File: src/rtl/usb_ep_evt_pkg.sv
package usb_ep_evt_pkg;

    typedef enum logic [1:0] {
        EPT_CTRL = 2'b00,
        EPT_ISO  = 2'b01,
        EPT_BULK = 2'b10,
        EPT_INTR = 2'b11
    } ep_kind_e;

    typedef enum logic [1:0] {
        BK_EMPTY,
        BK_FILL,
        BK_FULL,
        BK_DISCARD
    } bank_st_e;

    localparam int NFLAG    = 7;
    localparam int FL_STALL = 0;
    localparam int FL_CRC   = 1;
    localparam int FL_OVF   = 2;
    localparam int FL_NAKIN = 3;
    localparam int FL_NAKOUT= 4;
    localparam int FL_UNDSET= 5;
    localparam int FL_RXOUT = 6;

endpackage

File: src/rtl/usb_ep_flag_bank.sv
module usb_ep_flag_bank #(
    parameter int NF = 7
) (
    input  logic          clk,
    input  logic          rst_n,
    input  logic [NF-1:0] set_i,
    input  logic [NF-1:0] clr_i,
    input  logic [NF-1:0] ien_i,
    output logic [NF-1:0] flags_o,
    output logic          irq_o
);

    // one sticky cell per flag; a set on the same edge as a clear wins
    for (genvar gi = 0; gi < NF; gi++) begin : g_flag
        always_ff @(posedge clk) begin
            if (!rst_n)
                flags_o[gi] <= 1'b0;
            else if (set_i[gi])
                flags_o[gi] <= 1'b1;
            else if (clr_i[gi])
                flags_o[gi] <= 1'b0;
        end
    end

    always_ff @(posedge clk) begin
        if (!rst_n)
            irq_o <= 1'b0;
        else
            irq_o <= |(flags_o & ien_i);
    end

endmodule

File: src/rtl/usb_ep_bank_fsm.sv
module usb_ep_bank_fsm
    import usb_ep_evt_pkg::*;
#(
    parameter int BANK_BYTES = 64,
    localparam int AW = $clog2(BANK_BYTES),
    localparam int CW = $clog2(BANK_BYTES + 1)
) (
    input  logic          clk,
    input  logic          rst_n,
    input  logic          is_iso,
    input  logic          wr_start,
    input  logic          wr_byte_vld,
    input  logic [7:0]    wr_byte,
    input  logic          wr_end,
    input  logic          in_tok,
    input  logic          bank_free,
    input  logic [AW-1:0] rd_addr,
    output logic [7:0]    rd_data,
    output logic [CW-1:0] fill_count,
    output logic          ovf_ev,
    output logic          rxout_ev,
    output logic          under_ev,
    output logic          zlp_o
);

    localparam logic [CW-1:0] CAP = CW'(BANK_BYTES);

    bank_st_e    st_q, st_d;
    logic [CW-1:0] cnt_q;
    logic        ovf_seen_q;
    logic [7:0]  mem [BANK_BYTES];
    logic        ovf_now;
    logic        in_empty_tok;

    // next state
    always_comb begin
        st_d = st_q;
        unique case (st_q)
            BK_EMPTY:   if (wr_start) st_d = BK_FILL;
            BK_FILL:    if (wr_end)   st_d = BK_FULL;
            BK_FULL: begin
                if (wr_start)                    st_d = BK_DISCARD;
                else if (in_tok || bank_free)    st_d = BK_EMPTY;
            end
            BK_DISCARD: if (wr_end)   st_d = BK_FULL;
            default:                  st_d = BK_EMPTY;
        endcase
    end

    always_ff @(posedge clk) begin
        if (!rst_n) st_q <= BK_EMPTY;
        else        st_q <= st_d;
    end

    // event outputs
    always_comb begin
        ovf_now      = (st_q == BK_FILL) && wr_byte_vld && (cnt_q == CAP);
        in_empty_tok = (st_q == BK_EMPTY) && in_tok;
        rxout_ev     = (st_q == BK_FILL) && wr_end;
        ovf_ev       = rxout_ev && (ovf_seen_q || ovf_now);
        under_ev     = is_iso && (in_empty_tok || ((st_q == BK_FULL) && wr_start));
    end

    // counter, overflow memory, zero-length marker
    always_ff @(posedge clk) begin
        if (!rst_n) begin
            cnt_q      <= '0;
            ovf_seen_q <= 1'b0;
            zlp_o      <= 1'b0;
        end else begin
            zlp_o <= is_iso && in_empty_tok;
            if (st_q == BK_EMPTY && wr_start)
                ovf_seen_q <= 1'b0;
            else if (ovf_now)
                ovf_seen_q <= 1'b1;
            if (st_q == BK_FILL && wr_byte_vld && cnt_q != CAP)
                cnt_q <= cnt_q + 1'b1;
            else if (st_q == BK_FULL && !wr_start && (in_tok || bank_free))
                cnt_q <= '0;
        end
    end

    always_ff @(posedge clk) begin
        if (st_q == BK_FILL && wr_byte_vld && cnt_q != CAP)
            mem[cnt_q[AW-1:0]] <= wr_byte;
    end

    assign rd_data    = mem[rd_addr];
    assign fill_count = cnt_q;

endmodule

File: src/rtl/usb_ep_event_unit.sv
module usb_ep_event_unit
    import usb_ep_evt_pkg::*;
#(
    parameter int BANK_BYTES = 64,
    localparam int AW = $clog2(BANK_BYTES),
    localparam int CW = $clog2(BANK_BYTES + 1)
) (
    input  logic             clk,
    input  logic             rst_n,
    input  logic [1:0]       ep_type,
    input  logic             sw_stall_set,
    input  logic             sw_stall_clr,
    input  logic             hs_req,
    input  logic             ev_nak_in,
    input  logic             ev_nak_out,
    input  logic             ev_crc_err,
    input  logic             ev_setup_rx,
    input  logic             wr_start,
    input  logic             wr_byte_vld,
    input  logic [7:0]       wr_byte,
    input  logic             wr_end,
    input  logic             in_tok,
    input  logic             bank_free,
    input  logic [NFLAG-1:0] flag_clr,
    input  logic [NFLAG-1:0] flag_ien,
    input  logic [AW-1:0]    rd_addr,
    output logic [NFLAG-1:0] flags,
    output logic             ep_irq,
    output logic             stall_hs,
    output logic             send_zlp,
    output logic [CW-1:0]    fill_count,
    output logic [7:0]       rd_data
);

    ep_kind_e         kind;
    logic             is_iso;
    logic             stall_armed_q;
    logic             stall_go;
    logic             ovf_ev, rxout_ev, under_ev;
    logic [NFLAG-1:0] set_vec;

    assign kind     = ep_kind_e'(ep_type);
    assign is_iso   = (kind == EPT_ISO);
    assign stall_go = hs_req && stall_armed_q;

    always_ff @(posedge clk) begin
        if (!rst_n) begin
            stall_armed_q <= 1'b0;
            stall_hs      <= 1'b0;
        end else begin
            stall_hs <= stall_go;
            if (sw_stall_set)      stall_armed_q <= 1'b1;
            else if (sw_stall_clr) stall_armed_q <= 1'b0;
        end
    end

    always_comb begin
        set_vec            = '0;
        set_vec[FL_STALL]  = stall_go;
        set_vec[FL_CRC]    = ev_crc_err && is_iso;
        set_vec[FL_OVF]    = ovf_ev;
        set_vec[FL_NAKIN]  = ev_nak_in;
        set_vec[FL_NAKOUT] = ev_nak_out;
        set_vec[FL_RXOUT]  = rxout_ev;
        unique case (kind)
            EPT_CTRL:           set_vec[FL_UNDSET] = ev_setup_rx;
            EPT_ISO:            set_vec[FL_UNDSET] = under_ev;
            EPT_BULK, EPT_INTR: set_vec[FL_UNDSET] = 1'b0;
            default:            set_vec[FL_UNDSET] = 1'b0;
        endcase
    end

    usb_ep_bank_fsm #(.BANK_BYTES(BANK_BYTES)) u_bank (
        .clk        (clk),
        .rst_n      (rst_n),
        .is_iso     (is_iso),
        .wr_start   (wr_start),
        .wr_byte_vld(wr_byte_vld),
        .wr_byte    (wr_byte),
        .wr_end     (wr_end),
        .in_tok     (in_tok),
        .bank_free  (bank_free),
        .rd_addr    (rd_addr),
        .rd_data    (rd_data),
        .fill_count (fill_count),
        .ovf_ev     (ovf_ev),
        .rxout_ev   (rxout_ev),
        .under_ev   (under_ev),
        .zlp_o      (send_zlp)
    );

    usb_ep_flag_bank #(.NF(NFLAG)) u_flags (
        .clk    (clk),
        .rst_n  (rst_n),
        .set_i  (set_vec),
        .clr_i  (flag_clr),
        .ien_i  (flag_ien),
        .flags_o(flags),
        .irq_o  (ep_irq)
    );

endmodule

File: config.mk
export PLATFORM = sky130hd
export DESIGN_NAME = usb_ep_event_unit
export DESIGN_NICKNAME = d
export VERILOG_FILES = /design/src/rtl/usb_ep_evt_pkg.sv /design/src/rtl/usb_ep_flag_bank.sv /design/src/rtl/usb_ep_bank_fsm.sv /design/src/rtl/usb_ep_event_unit.sv
export SDC_FILE = /design/constraint.sdc
export NUM_CORES = 1
export LEC_CHECK = 0
export BUFFER_PORTS_ARGS = -buffer_cell sky130_fd_sc_hd__buf_2
export CAP_MARGIN = 20
export CORE_ASPECT_RATIO = 1.4
export CORE_MARGIN = 2
export CORE_UTILIZATION = 45
export CTS_BUF_LIST = sky130_fd_sc_hd__clkbuf_8
export DETAILED_ROUTE_END_ITERATION = 8
export GPL_ROUTABILITY_DRIVEN = 0
export PLACE_DENSITY = 0.58
export SYNTH_ARGS = -nofsm -noshare
export SYNTH_HDL_FRONTEND = slang
export SYNTH_HIERARCHICAL = 1
export SYNTH_SLANG_ARGS = --single-unit
File: constraint.sdc
create_clock -name clk -period 10.57 [get_ports clk]
set_clock_uncertainty 0.15 [all_clocks]
set_input_delay 3.171 -clock clk [delete_from_list [all_inputs] [get_ports clk]]
set_output_delay 3.171 -clock clk [all_outputs]
set_load 0.01 [all_outputs]
; After elaboration in Yosys (flattened, before gate mapping)
; Memory sizes are Yosys's and may differ from the RTL's.
; Index checks and enable logic that the tools add are counted.
[op_classes]
add_sub_neg = 1
n_eq_ne = 11
muxes = 26
bitwise_logic = 2
n_reduce_logical = 34
[ops]
columns = operator, count
row1 = 1-bit 2-to-1 mux, 18
row2 = 2-bit nonzero test, 9
row3 = 1-bit logical AND, 14
row4 = 7-bit 2-to-1 mux, 2
row5 = "2-bit equality test, second input constant", 4
row6 = 2-bit 2-to-1 mux, 4
row7 = "7-bit by 1-bit adder with 7-bit output, second input constant", 1
row8 = 7-bit bitwise AND, 1
row9 = "7-bit equality test, second input constant", 1
row10 = "7-bit inequality test, second input constant", 1
row11 = 7-bit OR reduction, 1
row12 = 2-bit case mux with 3 select lines, 1
row13 = 2-bit OR reduction, 3
row14 = "2-bit by 1-bit equality test with 1-bit output, second input constant", 2
row15 = 2-bit logical NOT, 2
row16 = 1-bit logical OR, 3
row17 = "3-bit by 2-bit inequality test with 1-bit output, second input constant", 1
row18 = 1-bit case mux with 3 select lines, 1
row19 = 3-bit AND reduction, 1
row20 = "2-bit by 1-bit inequality test with 1-bit output, second input constant", 1
row21 = "2-bit inequality test, second input constant", 1
row22 = 1-bit logical NOT, 1
row23 = 1-bit inverter, 1
[totals]
ff_bits = 21
mem_bits_rw = 512
inputBits = 44
out_inout_bits = 25
word_cells = 89
memories = 1
[mem_list]
columns = memory, words, word_bits, rd, rd_ports_with_merged_regs, write_ports, line_no
row1 = u_bank.mem, 64, 8, 1, 0, 1, usb_ep_bank_fsm.sv:31  ; logic [7:0] mem [BANK_BYTES];

; Longest topological paths before layout
[depth]
ltp_word = 6
ltp_mapped = 8
depth_no_buf = 7

; By module
; The synthesis kept the hierarchy.
[by_module_without_submodules]
columns = module, n_inst, cells_each, area_each_um2, seq_area_each_um2
row1 = usb_ep_bank_fsm, 1, 974, 20415.8, 15595.0
row2 = usb_ep_flag_bank, 1, 28, 302.8, 160.2
row3 = usb_ep_event_unit, 1, 10, 100.1, 40.0

; Least setup slack after synthesis
; OpenSTA, ideal clock, no wires.
[synth_path]
path_kind = input -> output
from = in rd_addr[0]
to = out rd_data[3]
t_arrival_ns = 4.638
required_ns = 7.249
setup_slack_ns = 2.611
cell_stages = 7
n_path_buf = 2
cell_sequence = buf_6 buf_2 mux4_2 a221oi_1 o21ai_1 nand3_1 o21ai_1
[synth_between]
elab_chain_cells = 1
[synth_lines]
columns = item, line_no
row1 = start: declaration, usb_ep_event_unit.sv:26  ; input logic [AW-1:0] rd_addr,
row2 = memory read 64 x 8 bit, -
row3 = end: declaration, usb_ep_event_unit.sv:32  ; output logic [7:0] rd_data
; No other way between the ends.

; Final worst setup path
[layout_path]
from = in rd_addr[0]
to = out rd_data[0]
; Same word-level chain as after synthesis.

==> metrics.md <==
| Metric | Value |
|---|---|
| Outcome | completed |
| Via/cell ratio | 5.732 |
| Top-count cell post-synth | edfxtp_1 |
| Die height | roughly 260 microns |
| DIE AREA | 48,030 sq um |
| Final hold violations | 0 |
| Gates resized, CTS repair | 0 |
| Slew HR | a little under 30% |
| Mapped Nets | 1,058 |
| Non-Filler Instances | 1,803 |
| Vias in the first global route | 10,780 |
| RR Startpoint | u_bank/fill_count[3] |
| Clock tree from TritonCTS | done |
| Worst-path fanout max | 39 |
| P&R area growth vs syn | 11.68% |
| Crit path from | rd_addr[0] |
| Clk buf depth | 3 |
| Final Cycle Share | 84.09% |
| MaxCap Viol Count | 0 |
| Crit end category | output port |
| Final setup fails | 0 |
| Hold slack | 335.3 ps |
| Critical Path Source Type | input port |
| Core area | ~46,000 sq um |
| Site Rows | 93 |
| RSZ-0062 raised after global routing | false |
| Worst R2R End | u_bank/mem[3][0] |
| R2R cell count | 5 |
| Maximum clock rate | 112.5 MHz |
| Cell Area, Synth | about 21,000 sq um |
| Crit path kind | in2out |
| Largest net degree at the start of global routing | 65 |
| First drt pass iteration count | 7 |
| Placed cells | ~1,700 |
| Sequential fraction of the synthesis area | around 76% |
| Die W | 185.8 microns |
| ANT nets after route | 0 |
| GRT Residual Overflow | 0 |
| Hpwl dp | 29,800 microns |
| Fin. max-slew vios | 0 |
| DRT Wirelength | 47,740 microns |
| Async S/R FF share, synth | 0% |
| Share of layout cells above drive strength 1 | around a quarter |
| Via count | 10,340 |
| Clk Latency, worst-skew pair | 630 ps |
| Clock-pin transition on the worst setup and hold timing paths | 60 ps |
| Wirelength per Cell | 26.48 microns |
| Count of state elements after synthesis | approximately 530 |
| Post-Route Setup TNS | 0 ps |
| R2r setup slk | 6880 ps |
| Synth area leader | edfxtp_1 |
| Distinct cells, synth | 53 |
| DRC errors left | 0 |
| Hold buffers post-CTS | 0 |
| PwrDens | 173.0 nW/um^2 |
| Clock root cell | clkbuf_8 |
| Share of the synthesized area in the top cell type | 73.85% |
| Number of synthesized flops with an enable pin | 512 |
| Syn Inst Count | ~1,000 |
| Top area cells in the synthesized netlist | edfxtp_1 (74%), mux4_2 (14%), dfxtp_1 (2.0%) |
| Pleak | 7.471 nW |
| Syn_area_per_cell | roughly 21 sq um |
| Starting density of the core | a little under half |
| Max H-tree Level | 3 |
| Buffers added on ports | ~70 |
| Slew @ Worst Pin | 1053 ps |
| Commonest cells post-synth | edfxtp_1 (512), mux4_2 (128), nor2_1 (80), mux2i_1 (29), buf_2 (25) |
| Data arrival time of the worst path | 5570 ps |
| Final nets | between 1,000 and 1,500 |
| YS warnings | 6 |
| Worst min-delay path category | reg2reg |
| Peak supply drop | 84.61 uV |
| Period minus WS final | 8889 ps |
| Hold Path Origin | u_bank/ovf_seen_q |
| Final Cell Area | ~23,000 sq um |
| Hold Path Cell Cnt | 2 |
| Cell Area, Placed | about 22,000 sq um |
| # IOs | 69 |
| WP data required | 7250 ps |
| Post-CTS setup buffer count | 0 |
| Initial antenna violation count | 2 |
| Clk sink count | around 530 |
| Main synth FF type | edfxtp_1 |
| 1st-iter DRT viols | 1,005 |
| All-layer global routing usage | 20.48% |
| Cts bufs inserted | 78 |
| Hold Path End | u_bank/ovf_seen_q |
| Global-route wire length before repair | 70,240 microns |
-- stage by stage --
stage / power, W / util [%] / setup slack, ps
after global placement: 0.002573 / 47.46 / 1576
after detailed placement: 0.002575 / 47.51 / 1562
final: 0.004023 / 50.71 / 1681
after global routing: 0.004161 / 50.71 / 1507
after floorplan: 0.002482 / - / 2611
after CTS: 0.004069 / 50.58 / 1565
-- critical path, cell delays in order --
cell	delay (ps)
buf_6	460
buf_12	320
mux4_2	540
o22ai_1	370
a211oi_1	190
a22o_1	290
buf_2	150
-- per-layer routing --
metal  vias up  share of wire [%]  track usage [%]
met5         -              0.025                0
li1       4424                  -                -
met4         2                2.1            6.190
met3        73                5.7            3.485
met1      5462                 39            25.80
met2       374                 54            36.22
-- area by class of cell --
cell class / instances / area (sq um)
clock inverters: 57 / 264.0
clock buffers: 83 / 1142
repair buffers: 87 / 583.1
multi-input cells: 419 / 4668
well taps: 617 / 772.0
inverters: 6 / 22.52
fillers: 3797 / 22600
flip-flops and latches: 533 / 15800
diodes: 1 / 2.502
-- report_power, final --
part	total, W	leakage (nW)	internal (W)	switching (W)
Sequential	0.00232	4.77	0.00232	0.00000296
Combinational	0.000208	1.88	0.0000815	0.000127
Clock	0.00149	0.817	0.000748	0.000746
Total	0.00402	7.47	0.00315	0.000876
-- cell usage in the layout, fill, tap and decap left out, drive strengths merged, types with 6 or more instances in the layout --
cell,Yosys,layout
buf,41,87
o21ai,16,16
clkbuf,13,83
o21a,10,10
o221ai,10,10
dfxtp,21,21
nand3,10,10
nor2b,16,16
clkinv,0,20
a221oi,6,6
inv,6,37
mux4,128,128
mux2i,29,29
nor2,80,80
a22o,7,7
nand2,23,23
edfxtp,512,512
o22ai,14,14
and2,6,6
a211oi,7,7
a21oi,9,9
-- flip-flops by register name, indices dropped and copies added (netlist names) --
name and cells:
u_bank/mem 512, stall_hs 1, u_bank/zlp_o 1, u_bank/fill_count 7, u_flags/irq_o 1, u_bank/ovf_seen_q 1, stall_armed_q 1, u_flags/flags_o 7
u_bank/st_q 2
-- how the worst max path moves through the flow --
stage,to,slack [ps],cells past startpoint
floorplan,rd_data[3],2610,7
global placement,rd_data[0],1580,8
detailed placement,rd_data[0],1560,8
CTS,rd_data[6],1560,7
global route,rd_data[0],1510,8
finish,rd_data[0],1680,7
-- cell families (layout without fill, tap and decap cells) --
kind of cell,Yosys count,count (layout),share of synthesized area [%]
XOR/XNOR,1,1,0.04208
other,0,1,0
multiplexers,158,158,15.30
adder cells (fa/ha/maj),2,2,0.1202
flip-flops,533,533,75.87
buffers and inverters,60,233,1.707
AO/OA/AOI/OAI,102,102,3.522
AND/OR/NAND/NOR,156,156,3.444
(Power assumes the default switching activity.)
